[config.mk]
export PLATFORM = sky130hd
export DESIGN_NAME = ecc_status_accum
export DESIGN_NICKNAME = d
export VERILOG_FILES = /design/src/rtl/ecc_stat_pkg.sv /design/src/rtl/ecc_code_classify.sv /design/src/rtl/ecc_page_accum.sv /design/src/rtl/ecc_status_accum.sv
export SDC_FILE = /design/constraint.sdc
export NUM_CORES = 1
export LEC_CHECK = 0
export BUFFER_PORTS_ARGS = -buffer_cell sky130_fd_sc_hd__buf_2
export CORE_MARGIN = 3
export CORE_UTILIZATION = 40
export DETAILED_ROUTE_END_ITERATION = 7
export PLACE_DENSITY = 0.71
export SLEW_MARGIN = 20
export SYNTH_ARGS = -nofsm -noshare
export SYNTH_HDL_FRONTEND = slang
export SYNTH_SLANG_ARGS = --single-unit
[constraint.sdc]
create_clock -name clk_i -period 3.2 [get_ports clk_i]
set_input_delay 0.16 -clock clk_i [delete_from_list [all_inputs] [get_ports clk_i]]
set_output_delay 0.16 -clock clk_i [all_outputs]
set_load 0.005 [all_outputs]
[src/rtl/ecc_stat_pkg.sv]
package ecc_stat_pkg;
  typedef enum logic [1:0] {
    CK_CLEAN  = 2'd0,
    CK_ERASED = 2'd1,
    CK_FIXED  = 2'd2,
    CK_BAD    = 2'd3
  } chunk_kind_e;
endpackage

[src/rtl/ecc_code_classify.sv]
module ecc_code_classify
  import ecc_stat_pkg::*;
#(
  parameter int CODE_W  = 8,
  parameter int MAX_FIX = 40
) (
  input  logic [CODE_W-1:0] code_i,
  output chunk_kind_e       kind_o,
  output logic [CODE_W-1:0] flips_o
);
  localparam logic [CODE_W-1:0] ErasedCode = '1;
  localparam logic [CODE_W-1:0] FixLimit   = CODE_W'(MAX_FIX);

  always_comb begin
    flips_o = '0;
    if (code_i == '0)              kind_o = CK_CLEAN;
    else if (code_i == ErasedCode) kind_o = CK_ERASED;
    else if (code_i > FixLimit)    kind_o = CK_BAD;   // includes the explicit uncorrectable code
    else begin
      kind_o  = CK_FIXED;
      flips_o = code_i;
    end
  end
endmodule

[src/rtl/ecc_page_accum.sv]
module ecc_page_accum
  import ecc_stat_pkg::*;
#(
  parameter int CODE_W  = 8,
  parameter int MAX_FIX = 40,
  parameter int TOT_W   = 16,
  parameter int FCNT_W  = 8
) (
  input  logic              clk_i,
  input  logic              rst_ni,
  input  logic              clear_i,
  input  logic              accept_i,
  input  chunk_kind_e       kind_i,
  input  logic [CODE_W-1:0] flips_i,
  output logic [CODE_W-1:0] max_o,
  output logic [TOT_W-1:0]  total_o,
  output logic [FCNT_W-1:0] fcnt_o,
  output logic              fail_o
);
  localparam logic [TOT_W-1:0]  TotMax  = '1;
  localparam logic [FCNT_W-1:0] FcntMax = '1;

  logic [CODE_W-1:0] max_base, max_d;
  logic [TOT_W-1:0]  tot_base, tot_d;
  logic [FCNT_W-1:0] fcnt_base, fcnt_d;
  logic              fail_base, fail_d;
  logic [TOT_W:0]    tot_sum;

  always_comb begin
    max_base  = clear_i ? '0 : max_o;
    tot_base  = clear_i ? '0 : total_o;
    fcnt_base = clear_i ? '0 : fcnt_o;
    fail_base = clear_i ? 1'b0 : fail_o;
    tot_sum   = {1'b0, tot_base} + (TOT_W+1)'(flips_i);
    max_d  = max_base;
    tot_d  = tot_base;
    fcnt_d = fcnt_base;
    fail_d = fail_base;
    if (accept_i) begin
      unique case (kind_i)
        CK_FIXED: begin
          tot_d = tot_sum[TOT_W] ? TotMax : tot_sum[TOT_W-1:0];
          if (flips_i > max_base) max_d = flips_i;
        end
        CK_BAD: begin
          fail_d = 1'b1;
          if (fcnt_base != FcntMax) fcnt_d = fcnt_base + 1'b1;
        end
        default: ;
      endcase
    end
  end

  always_ff @(posedge clk_i or negedge rst_ni) begin
    if (!rst_ni) begin
      max_o   <= '0;
      total_o <= '0;
      fcnt_o  <= '0;
      fail_o  <= 1'b0;
    end else begin
      max_o   <= max_d;
      total_o <= tot_d;
      fcnt_o  <= fcnt_d;
      fail_o  <= fail_d;
    end
  end

  assert_max_ceiling_R3: assert property (@(posedge clk_i) disable iff (!rst_ni)
    max_o <= CODE_W'(MAX_FIX));
  assert_total_no_wrap_R5: assert property (@(posedge clk_i) disable iff (!rst_ni)
    !clear_i |=> total_o >= $past(total_o));
  assert_fail_sticky_R4: assert property (@(posedge clk_i) disable iff (!rst_ni)
    fail_o && !clear_i |=> fail_o);
  assert_fail_matches_count_R4: assert property (@(posedge clk_i) disable iff (!rst_ni)
    fail_o == (fcnt_o != '0));
  assert_fcnt_no_wrap_R10: assert property (@(posedge clk_i) disable iff (!rst_ni)
    !clear_i |=> fcnt_o >= $past(fcnt_o));
  assert_idle_hold_R9: assert property (@(posedge clk_i) disable iff (!rst_ni)
    !accept_i && !clear_i |=> $stable(total_o) && $stable(max_o) && $stable(fcnt_o));
endmodule

[src/rtl/ecc_status_accum.sv]
module ecc_status_accum
  import ecc_stat_pkg::*;
#(
  parameter int CODE_W  = 8,
  parameter int MAX_FIX = 40,
  parameter int TOT_W   = 16,
  parameter int FCNT_W  = 8
) (
  input  logic              clk_i,
  input  logic              rst_ni,
  input  logic              clear_i,
  input  logic              valid_i,
  input  logic [CODE_W-1:0] code_i,
  input  logic              last_i,
  output logic [CODE_W-1:0] max_flips_o,
  output logic [TOT_W-1:0]  total_flips_o,
  output logic [FCNT_W-1:0] bad_chunks_o,
  output logic              page_fail_o,
  output logic [CODE_W-1:0] page_result_o,
  output logic              page_done_o
);
  chunk_kind_e       kind;
  logic [CODE_W-1:0] flips;
  logic              accept;
  logic              done_d;

  // a closed page ignores statuses; clear reopens it in the same cycle
  assign accept = valid_i && (clear_i || !page_done_o);

  ecc_code_classify #(.CODE_W(CODE_W), .MAX_FIX(MAX_FIX)) i_classify (
    .code_i (code_i),
    .kind_o (kind),
    .flips_o(flips)
  );

  ecc_page_accum #(.CODE_W(CODE_W), .MAX_FIX(MAX_FIX), .TOT_W(TOT_W), .FCNT_W(FCNT_W)) i_accum (
    .clk_i   (clk_i),
    .rst_ni  (rst_ni),
    .clear_i (clear_i),
    .accept_i(accept),
    .kind_i  (kind),
    .flips_i (flips),
    .max_o   (max_flips_o),
    .total_o (total_flips_o),
    .fcnt_o  (bad_chunks_o),
    .fail_o  (page_fail_o)
  );

  always_comb begin
    done_d = clear_i ? 1'b0 : page_done_o;
    if (accept && last_i) done_d = 1'b1;
  end

  always_ff @(posedge clk_i or negedge rst_ni) begin
    if (!rst_ni) page_done_o <= 1'b0;
    else         page_done_o <= done_d;
  end

  assign page_result_o = page_fail_o ? '1 : max_flips_o;

  assert_done_hold_R7: assert property (@(posedge clk_i) disable iff (!rst_ni)
    page_done_o && !clear_i |=> page_done_o && $stable(total_flips_o)
      && $stable(bad_chunks_o) && $stable(max_flips_o));
  assert_clear_empties_R8: assert property (@(posedge clk_i) disable iff (!rst_ni)
    clear_i && !valid_i |=> total_flips_o == '0 && bad_chunks_o == '0 && !page_done_o);
  assert_last_closes_R7: assert property (@(posedge clk_i) disable iff (!rst_ni)
    valid_i && last_i && (clear_i || !page_done_o) |=> page_done_o);
endmodule

; Word-level counts from Yosys, hierarchy flattened
; Index checks and enable logic that the tools add are counted.
[totals]
regBits = 34
input_bits = 13
output_inout_bits = 42
[classes]
addsub = 2
order_cmp = 2
eq_ne = 4
muxes = 24
reduce_logical = 6
[ops]
columns = cell, n
row1 = $mux 8, 12
row2 = $mux 16, 4
row3 = $add 16x8->17, 1
row4 = $add 8x1->8 const B, 1
row5 = $eq 8x8->1 const B, 1
row6 = $gt 8x6->1 const B, 1
row7 = $gt 8x8->1, 1
row8 = $logic_not 8->1, 1
row9 = $ne 8x8->1 const B, 1
row10 = $mux 1, 6
row11 = $eq 2x2->1 const B, 2
row12 = $mux 2, 2
row13 = $logic_and 1x1->1, 2
row14 = $reduce_bool 2->1, 1
row15 = $logic_not 1->1, 1
row16 = $logic_or 1x1->1, 1

; Longest topological paths before layout
[depth]
depth_word = 8
mapped_depth = 14
depth_no_buf = 12

; By module
; Synthesis repeated with hierarchy kept, for this count alone.
[unflattened]
hier_cells = 271
area_unflattened_um2 = 2403.6
[modules_own_cells]
columns = mod, instances, cells_per_inst, area_per_inst_um2, seq_area_each_um2
row1 = ecc_page_accum, 1, 236, 2170.8, 825.8
row2 = ecc_code_classify, 1, 22, 130.1, 0.0
row3 = ecc_status_accum, 1, 13, 102.6, 25.0

; Worst setup path before layout
; Ideal clock, no wire load.
[synth_timing]
kind = input to register
startpoint = in code_i[3]
endpoint = reg i_accum.total_o[15]
arrival_time_ns = 2.726
slack_ns = 0.349
cell_stages = 14
path_buffers = 2
cell_sequence = buf_2 -> nand3b_1 -> o211a_1 -> buf_6 -> nand2_1 -> inv_1 -> ha_1 -> a21o_1 -> nand2_1 -> o311ai_0 -> maj3_1 -> a2111oi_4 -> nor3_2 -> mux2_4
[synth_via]
elab_chain_cells = 8
elab_cells_between_ends = 14
cone_classes = add/sub: 1 / order compare: 1 / eq/ne: 2 / mux: 9 / reduce/logical: 1
[synth_lines]
columns = item, line_no
row1 = "start, declared", ecc_status_accum.sv:13  ; input logic [CODE_W-1:0] code_i,
row2 = $gt 8x6->1, ecc_code_classify.sv:18  ; else if (code_i > FixLimit) kind_o = CK_BAD;
row3 = $mux 8, ecc_code_classify.sv:18
row4 = $mux 8, ecc_code_classify.sv:17  ; else if (code_i == ErasedCode) kind_o = CK_ERASED;
row5 = $mux 8, ecc_code_classify.sv:16  ; if (code_i == '0) kind_o = CK_CLEAN;
row6 = $add 16x8->17, ecc_page_accum.sv:34  ; tot_sum = {1'b0, tot_base} + (TOT_W+1)'(flips_i);
row7 = $mux 16, ecc_page_accum.sv:42  ; tot_d = tot_sum[TOT_W] ? TotMax : tot_sum[TOT_W-1:0];
row8 = $mux 16 *, ecc_page_accum.sv:40  ; unique case (kind_i)
row9 = $mux 16 *, ecc_page_accum.sv:39  ; if (accept_i) begin
row10 = via i_accum.tot_d[15], ecc_page_accum.sv:24  ; logic [TOT_W-1:0] tot_base, tot_d;
row11 = "end signal, assigned", ecc_page_accum.sv:62  ; total_o <= tot_d;
row12 = "end, declared", ecc_page_accum.sv:16  ; output logic [TOT_W-1:0] total_o,
; Mark *: on every way through the listed nets, which the timed path passes. The rest lies on a longest branch.
; A chain may end at the register's enable or synchronous reset.

; Worst setup path in the final report
[layout_timing]
startpoint = in code_i[1]
endpoint = reg i_accum.total_o[11]
; Same word-level chain as after synthesis.

==> impl_metrics.toml <==
[global_routing]
grt_pass1_vias = 2302
grt.total_usage = 0.177
grt_antenna_before_repair = 0
grt_pass1_wl_mm = 10.7
grt_max_degree = 35
grt_overflow = 0

[run_status]
outcome = "finished clean"

[yosys]
synth-seq-cells = 34
synth_edf_count = 0
syn_avg_cell_area_um2 = 8.87
yosysSeqAreaShare = 0.327
synth.most_common_cell = "dfrtp_1"
netlist_area_um2 = 2600
ys_top_cells_by_area = "dfrtp_1 (33%), ha_1 (6.3%), nand2_1 (4.8%)"
yosys.area.top_type = "dfrtp_1"
synthDominantCellAreaShare = 0.327
synth_cell_types = 71
ys_top_cells_by_count = "dfrtp_1 (34), nand2_1 (33), nor2_1 (19), o21ai_0 (16)"
async_flop_share = 1.00
synth_ff_type = "dfrtp_1"
postSynthCellCount = 293
yosysWarnings = 0

[sta]
fin_crit_ns = 2.73
rsz0062_at_grt = "no"
skew_ns = 0.00383
tightest_slew_ns = 0.779
setup_violations = 0
relSlewSlack = 0.481
finalMaxSlewViolations = 0
max_freq_ghz = 0.367
setup_tns_ns = 0
holdWs_ns = 0.0858
hold_viol_final = 0
period_share = 0.853

[finish]
n_antenna_cell = 0
drive_gt1_frac = 0.273
instances_no_fill = 427
fin_nets = 377
area_growth_pct = 19.0
final_core_util = 0.507

[placed_design]
io_buffers = 54
dp_cells = 418
hpwl_mm = 4.79
gp_congestion = 0.858

[routing]
wl_per_cell_um = 15.0
drt_wl_total_mm = 6.42
remaining_drc_errors = 0
vias_per_cell = 5.56
drt_first_iter_violations = 131
ant_nets = 0
dr.pass1.iters = 4
via_count = 2376

[floorplanning]
rows = 28
start_util = 0.426
io_pins = 55
die_x_um = 86.6
dieArea_um2 = 7500
die_height_um = 86.6
core_um2 = 6100

[clock_tree]
holdBufCountCts = 1
htreeDepth = 2
cts_setup_buffers = 0
clock_latency_ns = 0.29
cts_made_buffers = 5
clockRootBuffer = "clkbuf_8"
cts_tree = "done"
post_cts_resized = 0
clockBufferDepth = 2
cts.sinks = 34
clk_pin_slew_ns = 0.08

[power]
p_leak_nw = 1.50
powerDensity_nw_per_um2 = 358
ir_drop_mv = 0.220
power_mw = 1.11

[worst_hold_path]
hold_class = "in -> reg"

[setup_path]
crit_required_ns = 3.42
critPathKind = "in -> reg"
critPathLaunchType = "input port"
worstPathMaxFanout = 11
end_kind = "flop"
cp.arrival_ns = 2.94

[job]
drv_cap = 0
[power breakdown]
group	switching (mW)	total, mW	internal [mW]
Sequential	0.0119	0.453	0.441
Clock	0.176	0.489	0.312
Combinational	0.0962	0.167	0.0704
[metal layers]
metal / track usage / routed length [µm] / vias up
met5: 0 / 0 / -
met4: 0.0482 / 91 / 0
met2: 0.295 / 3020 / 55
li1: - / - / 1189
met3: 0.0342 / 292 / 12
met1: 0.234 / 3010 / 1120
[cell families after synthesis]
logic type,Yosys count,synth area share
other,1,0.00144
flip-flops,34,0.327
AND/OR/NAND/NOR,125,0.270
adder cells (fa/ha/maj),14,0.0664
AO/OA/AOI/OAI,73,0.215
XOR/XNOR,9,0.0303
multiplexers,11,0.0457
buffers and inverters,26,0.0443
[cell usage in the layout, fill, tap and decap left out, drive strengths merged, types with 4 or more instances in the layout]
cell and count:
mux2i 7, or4 4, clkbuf 5, mux2 4
xnor2 7, nor2b 14, nor3 7, nor2 20
ha 13, dfrtp 34, buf 58, inv 15
nand2 34, a21oi 9, or2 9, a31oi 11
nand4 6, o21ai 19, nand3 13, conb 4
[path summary, 6_finish.rpt]
| path | start | end | slack, ns | cells past startpoint |
|---|---|---|---|---|
| setup / recovery | code_i[1] | i_accum.total_o[11] | 0.47 | 12 |
| hold / removal | last_i | page_done_o | 0.09 | 2 |
| setup reg to reg | i_accum.total_o[0] | i_accum.total_o[15] | 0.55 | 9 |
| hold reg to reg | i_accum.max_o[7] | i_accum.max_o[7] | 0.55 | 2 |
| max in group asynchronous | rst_ni | i_accum.max_o[2] | 2.22 | 2 |
| min in group asynchronous | rst_ni | i_accum.total_o[0] | 0.47 | 2 |
[worst max-delay path, stage by stage]
cell       delay [ns]
buf_2            0.17
o41ai_4          0.44
o211a_1          0.21
nand2_1          0.08
inv_1            0.07
ha_1             0.27
nor2_1           0.08
o311ai_0         0.33
maj3_1           0.34
a2111oi_4        0.14
or4_1            0.49
a31oi_1          0.17
[final cells by class]
class | count | area (µm²)
fill | 609 | 3000
inverter | 15 | 56.3
clock inverter | 3 | 68.8
multi-input combinational | 236 | 1640
timing repair buffer | 59 | 310
sequential | 34 | 851
clock buffer | 5 | 68.8
tap | 75 | 93.8
[sequential cells by signal (all words and copies together) (netlist names)]
| name | count |
|---|---|
| i_accum.max_o | 8 |
| i_accum.total_o | 16 |
| i_accum.fcnt_o | 8 |
| page_done_o | 1 |
| i_accum.fail_o | 1 |
[stage by stage]
step | cell area, µm² | setup WS, ns
6_report | 3090 | 0.472
3_3_place_gp | 2950 | 0.275
4_1_cts | 3090 | 0.486
5_1_grt | 3090 | 0.243
2_1_floorplan | 2610 | 0.349
3_5_place_dp | 2950 | 0.177
Power figures use the tool's default switching activity.
